[src/rtl/hdx_pkg.sv]
package hdx_pkg;

    localparam int INSN_W  = 32;
    localparam int RIDX_W  = 4;
    localparam int NIB_W   = 4;
    localparam int IMM_W   = 2 * NIB_W;

    localparam int BIT_PRE = 24;
    localparam int BIT_UP  = 23;
    localparam int BIT_IMM = 22;
    localparam int BIT_WB  = 21;
    localparam int BIT_LD  = 20;
    localparam int RN_LSB  = 16;
    localparam int HN_LSB  = 8;
    localparam int BIT_SG  = 6;
    localparam int BIT_HF  = 5;
    localparam int LN_LSB  = 0;

    localparam logic [RIDX_W-1:0] PC_IDX = RIDX_W'(15);

    typedef enum logic [2:0] {
        OP_NONE     = 3'b000,
        OP_ST_HALF  = 3'b001,
        OP_LD_DUAL  = 3'b010,
        OP_ST_DUAL  = 3'b011,
        OP_RSVD     = 3'b100,
        OP_LD_HALF  = 3'b101,
        OP_LD_SBYTE = 3'b110,
        OP_LD_SHALF = 3'b111
    } hdx_op_e;

    typedef enum logic [1:0] {
        IDX_PRE    = 2'd0,
        IDX_PRE_WB = 2'd1,
        IDX_POST   = 2'd2,
        IDX_BAD    = 2'd3
    } hdx_idx_e;

    typedef struct packed {
        logic              pre;
        logic              up;
        logic              imm_form;
        logic              wback;
        logic              load;
        logic              sgn;
        logic              half;
        logic [RIDX_W-1:0] rn;
        logic [NIB_W-1:0]  hi_nib;
        logic [NIB_W-1:0]  lo_nib;
    } hdx_fields_t;

    function automatic hdx_idx_e idx_of(input logic pre, input logic wback);
        case ({pre, wback})
            2'b10:   return IDX_PRE;
            2'b11:   return IDX_PRE_WB;
            2'b00:   return IDX_POST;
            default: return IDX_BAD;
        endcase
    endfunction

    function automatic logic op_is_legal(input hdx_op_e op);
        return !(op == OP_NONE || op == OP_RSVD);
    endfunction

    function automatic logic [IMM_W-1:0] join_imm(input logic [NIB_W-1:0] hi,
                                                   input logic [NIB_W-1:0] lo);
        return {hi, lo};
    endfunction

endpackage

[src/rtl/hdx_field_split.sv]
module hdx_field_split
    import hdx_pkg::*;
(
    input  logic [INSN_W-1:0] insn,
    output hdx_fields_t       f
);
    logic unused_bits;

    always_comb begin
        f.pre      = insn[BIT_PRE];
        f.up       = insn[BIT_UP];
        f.imm_form = insn[BIT_IMM];
        f.wback    = insn[BIT_WB];
        f.load     = insn[BIT_LD];
        f.sgn      = insn[BIT_SG];
        f.half     = insn[BIT_HF];
        f.rn       = insn[RN_LSB +: RIDX_W];
        f.hi_nib   = insn[HN_LSB +: NIB_W];
        f.lo_nib   = insn[LN_LSB +: NIB_W];
    end

    assign unused_bits = ^{insn[31:25], insn[19-RIDX_W+1+RIDX_W-1+1-1 -: 0+1], insn[7], insn[4]};
endmodule

[src/rtl/hdx_addr_calc.sv]
module hdx_addr_calc
    import hdx_pkg::*;
#(
    parameter int DATA_W = 32
) (
    input  hdx_fields_t       f,
    input  logic [DATA_W-1:0] base_val,
    input  logic [DATA_W-1:0] offs_val,
    output logic [DATA_W-1:0] eff_addr,
    output logic [DATA_W-1:0] wb_val,
    output logic              wb_req,
    output logic              idx_err
);
    localparam int PAD_W = DATA_W - IMM_W;

    logic [DATA_W-1:0] offset;
    logic [DATA_W-1:0] moved;
    hdx_idx_e          idx;

    generate
        if (PAD_W > 0) begin : g_pad
            assign offset = f.imm_form ? {{PAD_W{1'b0}}, join_imm(f.hi_nib, f.lo_nib)}
                                       : offs_val;
        end else begin : g_nopad
            assign offset = f.imm_form ? DATA_W'(join_imm(f.hi_nib, f.lo_nib)) : offs_val;
        end
    endgenerate

    assign moved = f.up ? (base_val + offset) : (base_val - offset);
    assign idx   = idx_of(f.pre, f.wback);

    always_comb begin
        eff_addr = base_val;
        wb_val   = moved;
        wb_req   = 1'b0;
        idx_err  = 1'b0;
        case (idx)
            IDX_PRE: begin
                eff_addr = moved;
            end
            IDX_PRE_WB: begin
                eff_addr = moved;
                wb_req   = 1'b1;
            end
            IDX_POST: begin
                eff_addr = base_val;
                wb_req   = 1'b1;
            end
            default: begin
                idx_err  = 1'b1;
            end
        endcase
    end

    always_comb begin
        if (wb_req) begin
            assert_wb_link_R5: assert (wb_val == eff_addr || eff_addr == base_val);
        end
        if (idx_err) begin
            assert_bad_pair_R7: assert (!f.pre && f.wback && !wb_req);
        end
    end
endmodule

[src/rtl/hdx_op_decode.sv]
module hdx_op_decode
    import hdx_pkg::*;
(
    input  hdx_fields_t f,
    output hdx_op_e     op,
    output logic        op_err,
    output logic        sbz_err,
    output logic        pc_warn
);
    assign op      = hdx_op_e'({f.load, f.sgn, f.half});
    assign op_err  = !op_is_legal(op);
    assign sbz_err = !f.imm_form && (f.hi_nib != '0);
    assign pc_warn = (f.rn == PC_IDX) || (!f.imm_form && f.lo_nib == PC_IDX);

    always_comb begin
        if (sbz_err) begin
            assert_sbz_regform_R2: assert (!f.imm_form);
        end
        if (!op_err) begin
            assert_op_legal_R8: assert (op != OP_NONE && op != OP_RSVD);
        end
    end
endmodule

[src/rtl/hdx_ls_decode.sv]
module hdx_ls_decode
    import hdx_pkg::*;
#(
    parameter int DATA_W = 32
) (
    input  logic              clk,
    input  logic              rst,
    input  logic              in_valid,
    output logic              in_ready,
    input  logic [INSN_W-1:0] insn,
    input  logic [DATA_W-1:0] base_val,
    input  logic [DATA_W-1:0] offs_val,
    output logic [RIDX_W-1:0] base_sel,
    output logic [RIDX_W-1:0] offs_sel,
    output logic              out_valid,
    input  logic              out_ready,
    output logic [DATA_W-1:0] addr,
    output logic [DATA_W-1:0] base_orig,
    output logic              wb_en,
    output logic [RIDX_W-1:0] wb_idx,
    output logic [DATA_W-1:0] wb_val,
    output logic [2:0]        op,
    output logic              op_valid,
    output logic              dec_err,
    output logic              pc_warn
);
    hdx_fields_t       fld;
    logic [DATA_W-1:0] c_addr;
    logic [DATA_W-1:0] c_wbv;
    logic              c_wbreq;
    logic              c_idx_err;
    hdx_op_e           c_op;
    logic              c_op_err;
    logic              c_sbz_err;
    logic              c_warn;
    logic              c_err;
    logic              take;

    hdx_field_split u_split (
        .insn (insn),
        .f    (fld)
    );

    hdx_addr_calc #(.DATA_W(DATA_W)) u_addr (
        .f        (fld),
        .base_val (base_val),
        .offs_val (offs_val),
        .eff_addr (c_addr),
        .wb_val   (c_wbv),
        .wb_req   (c_wbreq),
        .idx_err  (c_idx_err)
    );

    hdx_op_decode u_op (
        .f       (fld),
        .op      (c_op),
        .op_err  (c_op_err),
        .sbz_err (c_sbz_err),
        .pc_warn (c_warn)
    );

    assign base_sel = fld.rn;
    assign offs_sel = fld.lo_nib;
    assign c_err    = c_idx_err | c_op_err | c_sbz_err;
    assign in_ready = !out_valid || out_ready;
    assign take     = in_valid && in_ready;

    always_ff @(posedge clk) begin
        if (rst) begin
            out_valid <= 1'b0;
        end else if (in_ready) begin
            out_valid <= in_valid;
        end
    end

    always_ff @(posedge clk) begin
        if (rst) begin
            addr      <= '0;
            base_orig <= '0;
            wb_en     <= 1'b0;
            wb_idx    <= '0;
            wb_val    <= '0;
            op        <= '0;
            op_valid  <= 1'b0;
            dec_err   <= 1'b0;
            pc_warn   <= 1'b0;
        end else if (take) begin
            addr      <= c_addr;
            base_orig <= base_val;
            wb_en     <= c_wbreq && !c_err;
            wb_idx    <= fld.rn;
            wb_val    <= c_wbv;
            op        <= c_op;
            op_valid  <= !c_err;
            dec_err   <= c_err;
            pc_warn   <= c_warn;
        end
    end

    assert_err_gates_R9: assert property (@(posedge clk) disable iff (rst)
        (out_valid && dec_err) |-> (!wb_en && !op_valid));

    assert_hold_R12: assert property (@(posedge clk) disable iff (rst)
        (out_valid && !out_ready) |=> (out_valid && $stable(addr) && $stable(wb_val)
                                       && $stable(op) && $stable(dec_err)));

    assert_accept_R12: assert property (@(posedge clk) disable iff (rst)
        (in_valid && in_ready) |=> out_valid);

    assert_op_code_R8: assert property (@(posedge clk) disable iff (rst)
        (out_valid && op_valid) |-> (op != 3'b000 && op != 3'b100));
endmodule

[config.mk]
export PLATFORM = sky130hd
export DESIGN_NAME = hdx_ls_decode
export DESIGN_NICKNAME = d
export VERILOG_FILES = /design/src/rtl/hdx_pkg.sv /design/src/rtl/hdx_field_split.sv /design/src/rtl/hdx_addr_calc.sv /design/src/rtl/hdx_op_decode.sv /design/src/rtl/hdx_ls_decode.sv
export SDC_FILE = /design/constraint.sdc
export NUM_CORES = 1
export LEC_CHECK = 0
export BUFFER_PORTS_ARGS = -buffer_cell sky130_fd_sc_hd__buf_2
export CORE_MARGIN = 3
export CORE_UTILIZATION = 39
export CTS_BUF_LIST = sky130_fd_sc_hd__clkbuf_4
export CTS_CLUSTER_SIZE = 12
export DETAILED_ROUTE_END_ITERATION = 8
export PLACE_DENSITY = 0.71
export SLEW_MARGIN = 10
export SYNTH_ARGS = -nofsm -noshare
export SYNTH_HDL_FRONTEND = slang
export SYNTH_SLANG_ARGS = --single-unit
export TNS_END_PERCENT = 50
[constraint.sdc]
create_clock -name clk -period 6.5 [get_ports clk]
set_input_delay 0.975 -clock clk [delete_from_list [all_inputs] [get_ports clk]]
set_output_delay 0.975 -clock clk [all_outputs]
set_load 0.01 [all_outputs]
==> metrics.cfg, run 1 <==
[run_status]
status = completed

[worst_setup_path]
crit_path_cell_trace = buf_2, buf_4, nor4_2, a31oi_1, nor2_1, and2_1, nor2_1, nor2_1, buf_4, a221oi_1, ha_1, and4_1, and3_1, nand3_1, a31o_1, a2111oi_0, nor3_1, xor2_1, a2111oi_1
crit_top_cell = nor2_1
cp_num_buf_inv = 3
cpMaxStageDelayCell = a2111oi_0
critPathTopFamily = simple AND/OR/NAND/NOR gates
critPathRequiredTime_ns = 6.88
rrSetupSlack_ns = 4.31
critPathCapture = addr[29]$_SDFFE_PP0P_
arrival_ns = 5.48
setup.worst_path.start = insn[22]
path_class = primary input to flip-flop
rr_startpoint = out_valid$_SDFFE_PP0N_
start_kind = primary input
r2r-end = addr[2]$_SDFFE_PP0P_
path_depth = 19
endpoint_kind = flip-flop
crit_path_max_fanout = 29
cp_slowest_stage_delay_ns = 0.55
r2r_cells = 5

[routing]
firstDrtPassIters = 5
drtIter0Drc = 667
vias = 7433
avgRoutedWirePerCell_um = 17.2
drt-total-wl_um = 23200
vias_per_cell = 5.50
postRouteAntennaNets = 0
route.detailed.drc = 0

[cts]
clockBufferDepth = 2
h-tree-depth = 3
clkTransAtPathRegs_ns = 0.18
ctsResizeCount = 0
cts-hold-fix-buffers = 0
postCtsSetupBuffers = 0
cts.sink_count = 108
numCtsBuffers = 9
clock_latency_ns = 0.49
cts_tree = done
cts-root-buf = clkbuf_4

[synthesis]
synth_seq_cells = 108
avgSynthCellArea_um2 = 7.29
synthArstFlopShare = 0
synth-edff-count = 0
ys_seq_area_frac = 0.307
synth_top_flop_cell = dfxtp_1
synthCells = 966
ys_types = 70
synth_area_um2 = 7050
yosysWarnings = 0
syn_nets = 1109

[floorplan]
num_rows = 48
ios = 217
core-area_um2 = 17500
die_area_um2 = 19700
die_y_um = 140
die_width_um = 140
initial_core_util = 0.403

[timing]
finalSetupViolCount = 0
layout_min_cycle_time_ns = 5.10
postLayoutSetupSlackWorst_ns = 1.40
maxSlewViolCount = 0
fin_crit_sh = 0.785
tightest_slew_ns = 0.919
hold_violations = 0
rsz0062_at_grt = false
relSlewSlack = 0.388
clock-skew-final_ns = 0.0339
timing.fmax_mhz = 196
tns_ns = 0

[place]
dpl_worst_slack_ns = 0.976
dp_hpwl_um = 17700
dpl.cell_count = 1334
port_buffers = 203
gp_congestion = 0.930

[global_route]
antenna_found_initial = 1
grt_pass1_vias = 6570
grt_max_degree = 94
grt_pass1_wl_um = 36000
grtUsageTotal = 0.225
grt-ovfl-total = 0

[cells_and_area]
drive_gt1_frac = 0.214
final_cell_mix = buf_2, nand2_1, a21oi_1, dfxtp_1, nor2_1
layout.nets = 1263
area_growth_pct = 17.8
utilization = 0.475
layout_commonest_cell = buf_2
layout.cells.non_filler = 1351

[hold_path]
hold_class = flip-flop to flip-flop

[power]
power_uw = 1860
vdd_drop_max_v = 0.000126
p_leak_uw = 0.00372
powerDensity_nw_per_um2 = 224

[job]
cap_violations = 0

worst min path at each step:
stage	startpoint	cells after the start	end
after global placement	op[1]$_SDFFE_PP0P_	2	op[1]$_SDFFE_PP0P_
after floorplan	addr[2]$_SDFFE_PP0P_	2	addr[2]$_SDFFE_PP0P_
after detailed placement	wb_idx[0]$_SDFFE_PP0P_	2	wb_idx[0]$_SDFFE_PP0P_
after CTS	wb_val[23]$_SDFFE_PP0P_	2	wb_val[23]$_SDFFE_PP0P_
after global routing	wb_idx[0]$_SDFFE_PP0P_	2	wb_idx[0]$_SDFFE_PP0P_
final	wb_val[1]$_SDFFE_PP0P_	2	wb_val[1]$_SDFFE_PP0P_
layout make-up:
class                           instances  area [µm²]
Fill cell                            1841        9180
Multi-Input combinational cell        772        4540
Sequential cell                       108        2160
Timing Repair Buffer                  210        1070
Tap cell                              225         282
Clock inverter                          7         100
Inverter                               19        71.3
Clock buffer                            9        67.6
Antenna cell                            1        2.50
state kept, by name, summed over array words and instances (netlist names):
name,flops
addr,32
base_orig,32
dec_err,1
op,3
op_valid,1
out_valid,1
pc_warn,1
wb_en,1
wb_idx,4
wb_val,32
cell usage after synthesis, types with 9 or more instances:
cell      count  area share
a21o_1       12       0.013
o21ai_1      16       0.011
dfxtp_1     108        0.31
nor2b_1       9      0.0080
a211oi_1     23       0.025
nor2_1       94       0.050
inv_1        19       0.010
a31oi_1      16       0.014
ha_1         42       0.075
xnor2_1      29       0.036
nand3_1      14      0.0099
nand2_1     196        0.10
nor3_1       24       0.017
clkbuf_1     54       0.029
a311oi_1     16       0.020
xor2_1       11       0.014
o21ai_0      38       0.027
a21oi_1     122       0.087
routing by layer:
| layer | up-vias | share of wire | global-route usage |
|---|---|---|---|
| met1 | 3404 | 0.50 | 0.354 |
| met2 | 286 | 0.41 | 0.320 |
| li1 | 3728 | - | - |
| met4 | 0 | 0.014 | 0.0520 |
| met5 | - | 0 | 0 |
| met3 | 15 | 0.075 | 0.0297 |
through the flow:
step	area, µm²	hold slack, ns
3_3_place_gp	8130	0.439
2_1_floorplan	7050	0.476
6_report	8300	0.461
5_1_grt	8300	0.483
4_1_cts	8300	0.464
3_5_place_dp	8130	0.443
cell families after synthesis:
kind of cell / Yosys count / share of synthesized area
compound gates: 299 / 0.267
flops: 108 / 0.307
xor+xnor: 40 / 0.0497
mux: 10 / 0.0146
fa+ha+maj: 43 / 0.0774
simple gates: 380 / 0.234
buf+inv: 86 / 0.0503
power breakdown:
part / leakage [µW] / internal, µW / switching [µW] / total (µW)
logic: 0.00274 / 259 / 434 / 693
clock network: 0.0000841 / 159 / 248 / 407
registers: 0.000892 / 724 / 31.9 / 756
worst register-to-register path: stages, from the launching register on:
cell,delay (ns)
dfxtp_1,0.34
nand2b_1,0.17
and2_4,0.39
buf_4,0.78
o211ai_1,0.26
a21oi_1,0.20
Note: power is estimated with default switching activity, not from simulation.
==> inputs of run 2 (changes only) <==
==> constraint.sdc (replaced) <==
create_clock -name clk -period 4.8 [get_ports clk]
set_input_delay 0.72 -clock clk [delete_from_list [all_inputs] [get_ports clk]]
set_output_delay 0.72 -clock clk [all_outputs]
set_load 0.01 [all_outputs]
==> metrics.cfg, run 2 (synthesized netlist as in run 1, its figures left out) <==
[cells_and_area]
reg.largest.list = addr: 32 flops, base_orig: 32 flops, wb_val: 32 flops
layout_commonest_cell = buf_2
postLayoutCellArea_um2 = 8550  ; +3.0%
layout.cells.non_filler = 1389  ; +2.8%
final_cell_mix = buf_2, nand2_1, a21oi_1, dfxtp_1, nor2_1
fill_cells = 1759  ; -4.5%
drive_gt1_frac = 0.238  ; +0.0240
area_growth_pct = 21.3
utilization = 0.489  ; +0.0143
layout.nets = 1302  ; +3.1%

[floorplan]
initial_core_util = 0.403  ; unchanged
ios = 217  ; unchanged
num_rows = 48  ; unchanged
die_width_um = 140  ; unchanged
core-area_um2 = 17500  ; unchanged
die_y_um = 140  ; unchanged
die_area_um2 = 19700  ; unchanged

[cts]
postCtsSetupBuffers = 0  ; unchanged
cts_tree = done
cts.sink_count = 108  ; unchanged
cts-root-buf = clkbuf_4
numCtsBuffers = 9  ; unchanged
cts-hold-fix-buffers = 0  ; unchanged
clock_latency_ns = 0.47  ; -0.02 ns
clkTransAtPathRegs_ns = 0.17  ; about the same
ctsResizeCount = 0  ; unchanged
h-tree-depth = 3  ; unchanged
clockBufferDepth = 2  ; unchanged

[global_route]
grt_max_degree = 96  ; +2.1%
grtUsageTotal = 0.227  ; +0.00204
grt_pass1_wl_um = 36200  ; +0.54%
grt-ovfl-total = 0  ; unchanged
antenna_found_initial = 1  ; unchanged
grt_pass1_vias = 6692  ; +1.9%

[power]
clkPwrFrac = 0.185  ; -0.034
pwr-share-seq = 0.416  ; +0.009
powerDensity_nw_per_um2 = 288  ; +29%
power_uw = 2460  ; +33%
p_leak_uw = 0.00389  ; +4.8%
switching_share = 0.384  ; -0.000549
switchingPower_uw = 945  ; +32%
p_comb_frac = 0.399  ; +0.026
vdd_drop_max_v = 0.000138  ; +9.6%
cell_internal_pwr_uw = 1510  ; +33%

[routing]
routed-wl-met3_um = 1760  ; +1.2%
met2WireLength_um = 9400  ; -1.6%
route.detailed.drc = 0  ; unchanged
vias = 7649  ; +2.9%
drtIter0Drc = 638  ; -4.3%
maxUsedRoutingLayer = met4
postRouteAntennaNets = 0  ; unchanged
avgRoutedWirePerCell_um = 16.9  ; -1.8%
met1Wirelength_um = 11700  ; +0.74%
vias_per_cell = 5.51  ; about the same
drt-total-wl_um = 23400  ; +0.92%
firstDrtPassIters = 7  ; +2

[place]
port_buffers = 203  ; unchanged
dpl.cell_count = 1373  ; +2.9%
dpl_cell_area_um2 = 8420  ; +3.6%
dp_hpwl_um = 18100  ; +2.0%
gp_congestion = 0.951  ; +2.3%

[worst_setup_path]
critPathRequiredTime_ns = 5.17  ; -1.71 ns
start_kind = primary input
path_class = primary input to flip-flop
rrSetupSlack_ns = 2.64  ; -1.67 ns
crit_path_max_fanout = 4  ; -86%
arrival_ns = 4.80  ; -0.68 ns
endpoint_kind = flip-flop

[timing]
layout_min_cycle_time_ns = 4.43
relSlewSlack = 0.376  ; -0.0114
hold_violations = 0  ; unchanged
finalSetupViolCount = 0  ; unchanged
maxSlewViolCount = 0  ; unchanged
timing.fmax_mhz = 226
fin_crit_sh = 0.923
rsz0062_at_grt = false
tightest_slew_ns = 0.936  ; +0.0170 ns
clock-skew-final_ns = 0.0225  ; -0.0114 ns

[run_status]
status = completed

[hold_path]
hold_class = flip-flop to flip-flop

[job]
cap_violations = 0  ; unchanged

## run 2: changes by cell type in the layout (fill, tap and decap cells not counted)
cell	change
nor2_2	+1
inv_8	-1
clkinv_1	+3
bufinv_16	-1
buf_4	+39
clkinvlp_4	-2
inv_6	+1
clkinv_4	-1
nor2_1	-1
## run 2: layout make-up
| type | instances | area [µm²] | area share |
|---|---|---|---|
| well taps | 225 | 282 | 0.0329 |
| diodes | 1 | 2.50 | 0.000293 |
| clock buffers | 9 | 67.6 | 0.00790 |
| clock inverters | 6 | 55.1 | 0.00644 |
| multi-input cells | 772 | 4540 | 0.532 |
| flip-flops and latches | 108 | 2160 | 0.253 |
| repair buffers | 249 | 1360 | 0.160 |
| inverters | 19 | 71.3 | 0.00834 |
## run 2: final timing paths
path / start / endpoint / cells after the start
max: insn[22] / addr[29]$_SDFFE_PP0P_ / 19
min reg2reg: base_orig[22]$_SDFFE_PP0P_ / base_orig[22]$_SDFFE_PP0P_ / 2
min: base_orig[22]$_SDFFE_PP0P_ / base_orig[22]$_SDFFE_PP0P_ / 2
max reg2reg: out_valid$_SDFFE_PP0N_ / addr[9]$_SDFFE_PP0P_ / 5
## run 2: worst max-delay path, stage by stage
cell and delay, ns:
buf_2 0.14, mux2i_1 0.25, ha_1 0.20, o21a_1 0.17, o21ai_1 0.09, nor3b_1 0.24
nor2_1 0.06, mux2_2 0.26, a221oi_1 0.27, ha_1 0.23, and4_1 0.23, and3_1 0.16
nand3_1 0.10, a31o_1 0.26, a2111oi_0 0.62, buf_4 0.22, nor3_1 0.08, xor2_1 0.16
a2111oi_1 0.34
## run 2: stage by stage
step	TNS [ns]	hold WS, ns	worst slack (ns)
2_1_floorplan	0	0.476	0.00473
3_3_place_gp	-0.0263	0.439	-0.0157
3_5_place_dp	-0.114	0.443	-0.0600
4_1_cts	0	0.450	0.417
5_1_grt	0	0.454	0.0189
6_report	0	0.461	0.370
## run 2: power by group through the flow
stage | Combinational, µW | Clock, µW | Sequential, µW
after floorplan | 571 | 0 | 1080
after global placement | 955 | 0 | 1040
final | 981 | 456 | 1020
after CTS | 970 | 472 | 1020
after detailed placement | 965 | 0 | 1040
after global routing | 1080 | 501 | 1030
## run 2: layer usage
layer | track usage | up-vias
li1 | - | 3825
met3 | 0.0283 | 30
met4 | 0.0729 | 0
met2 | 0.313 | 257
met5 | 0 | -
met1 | 0.359 | 3537
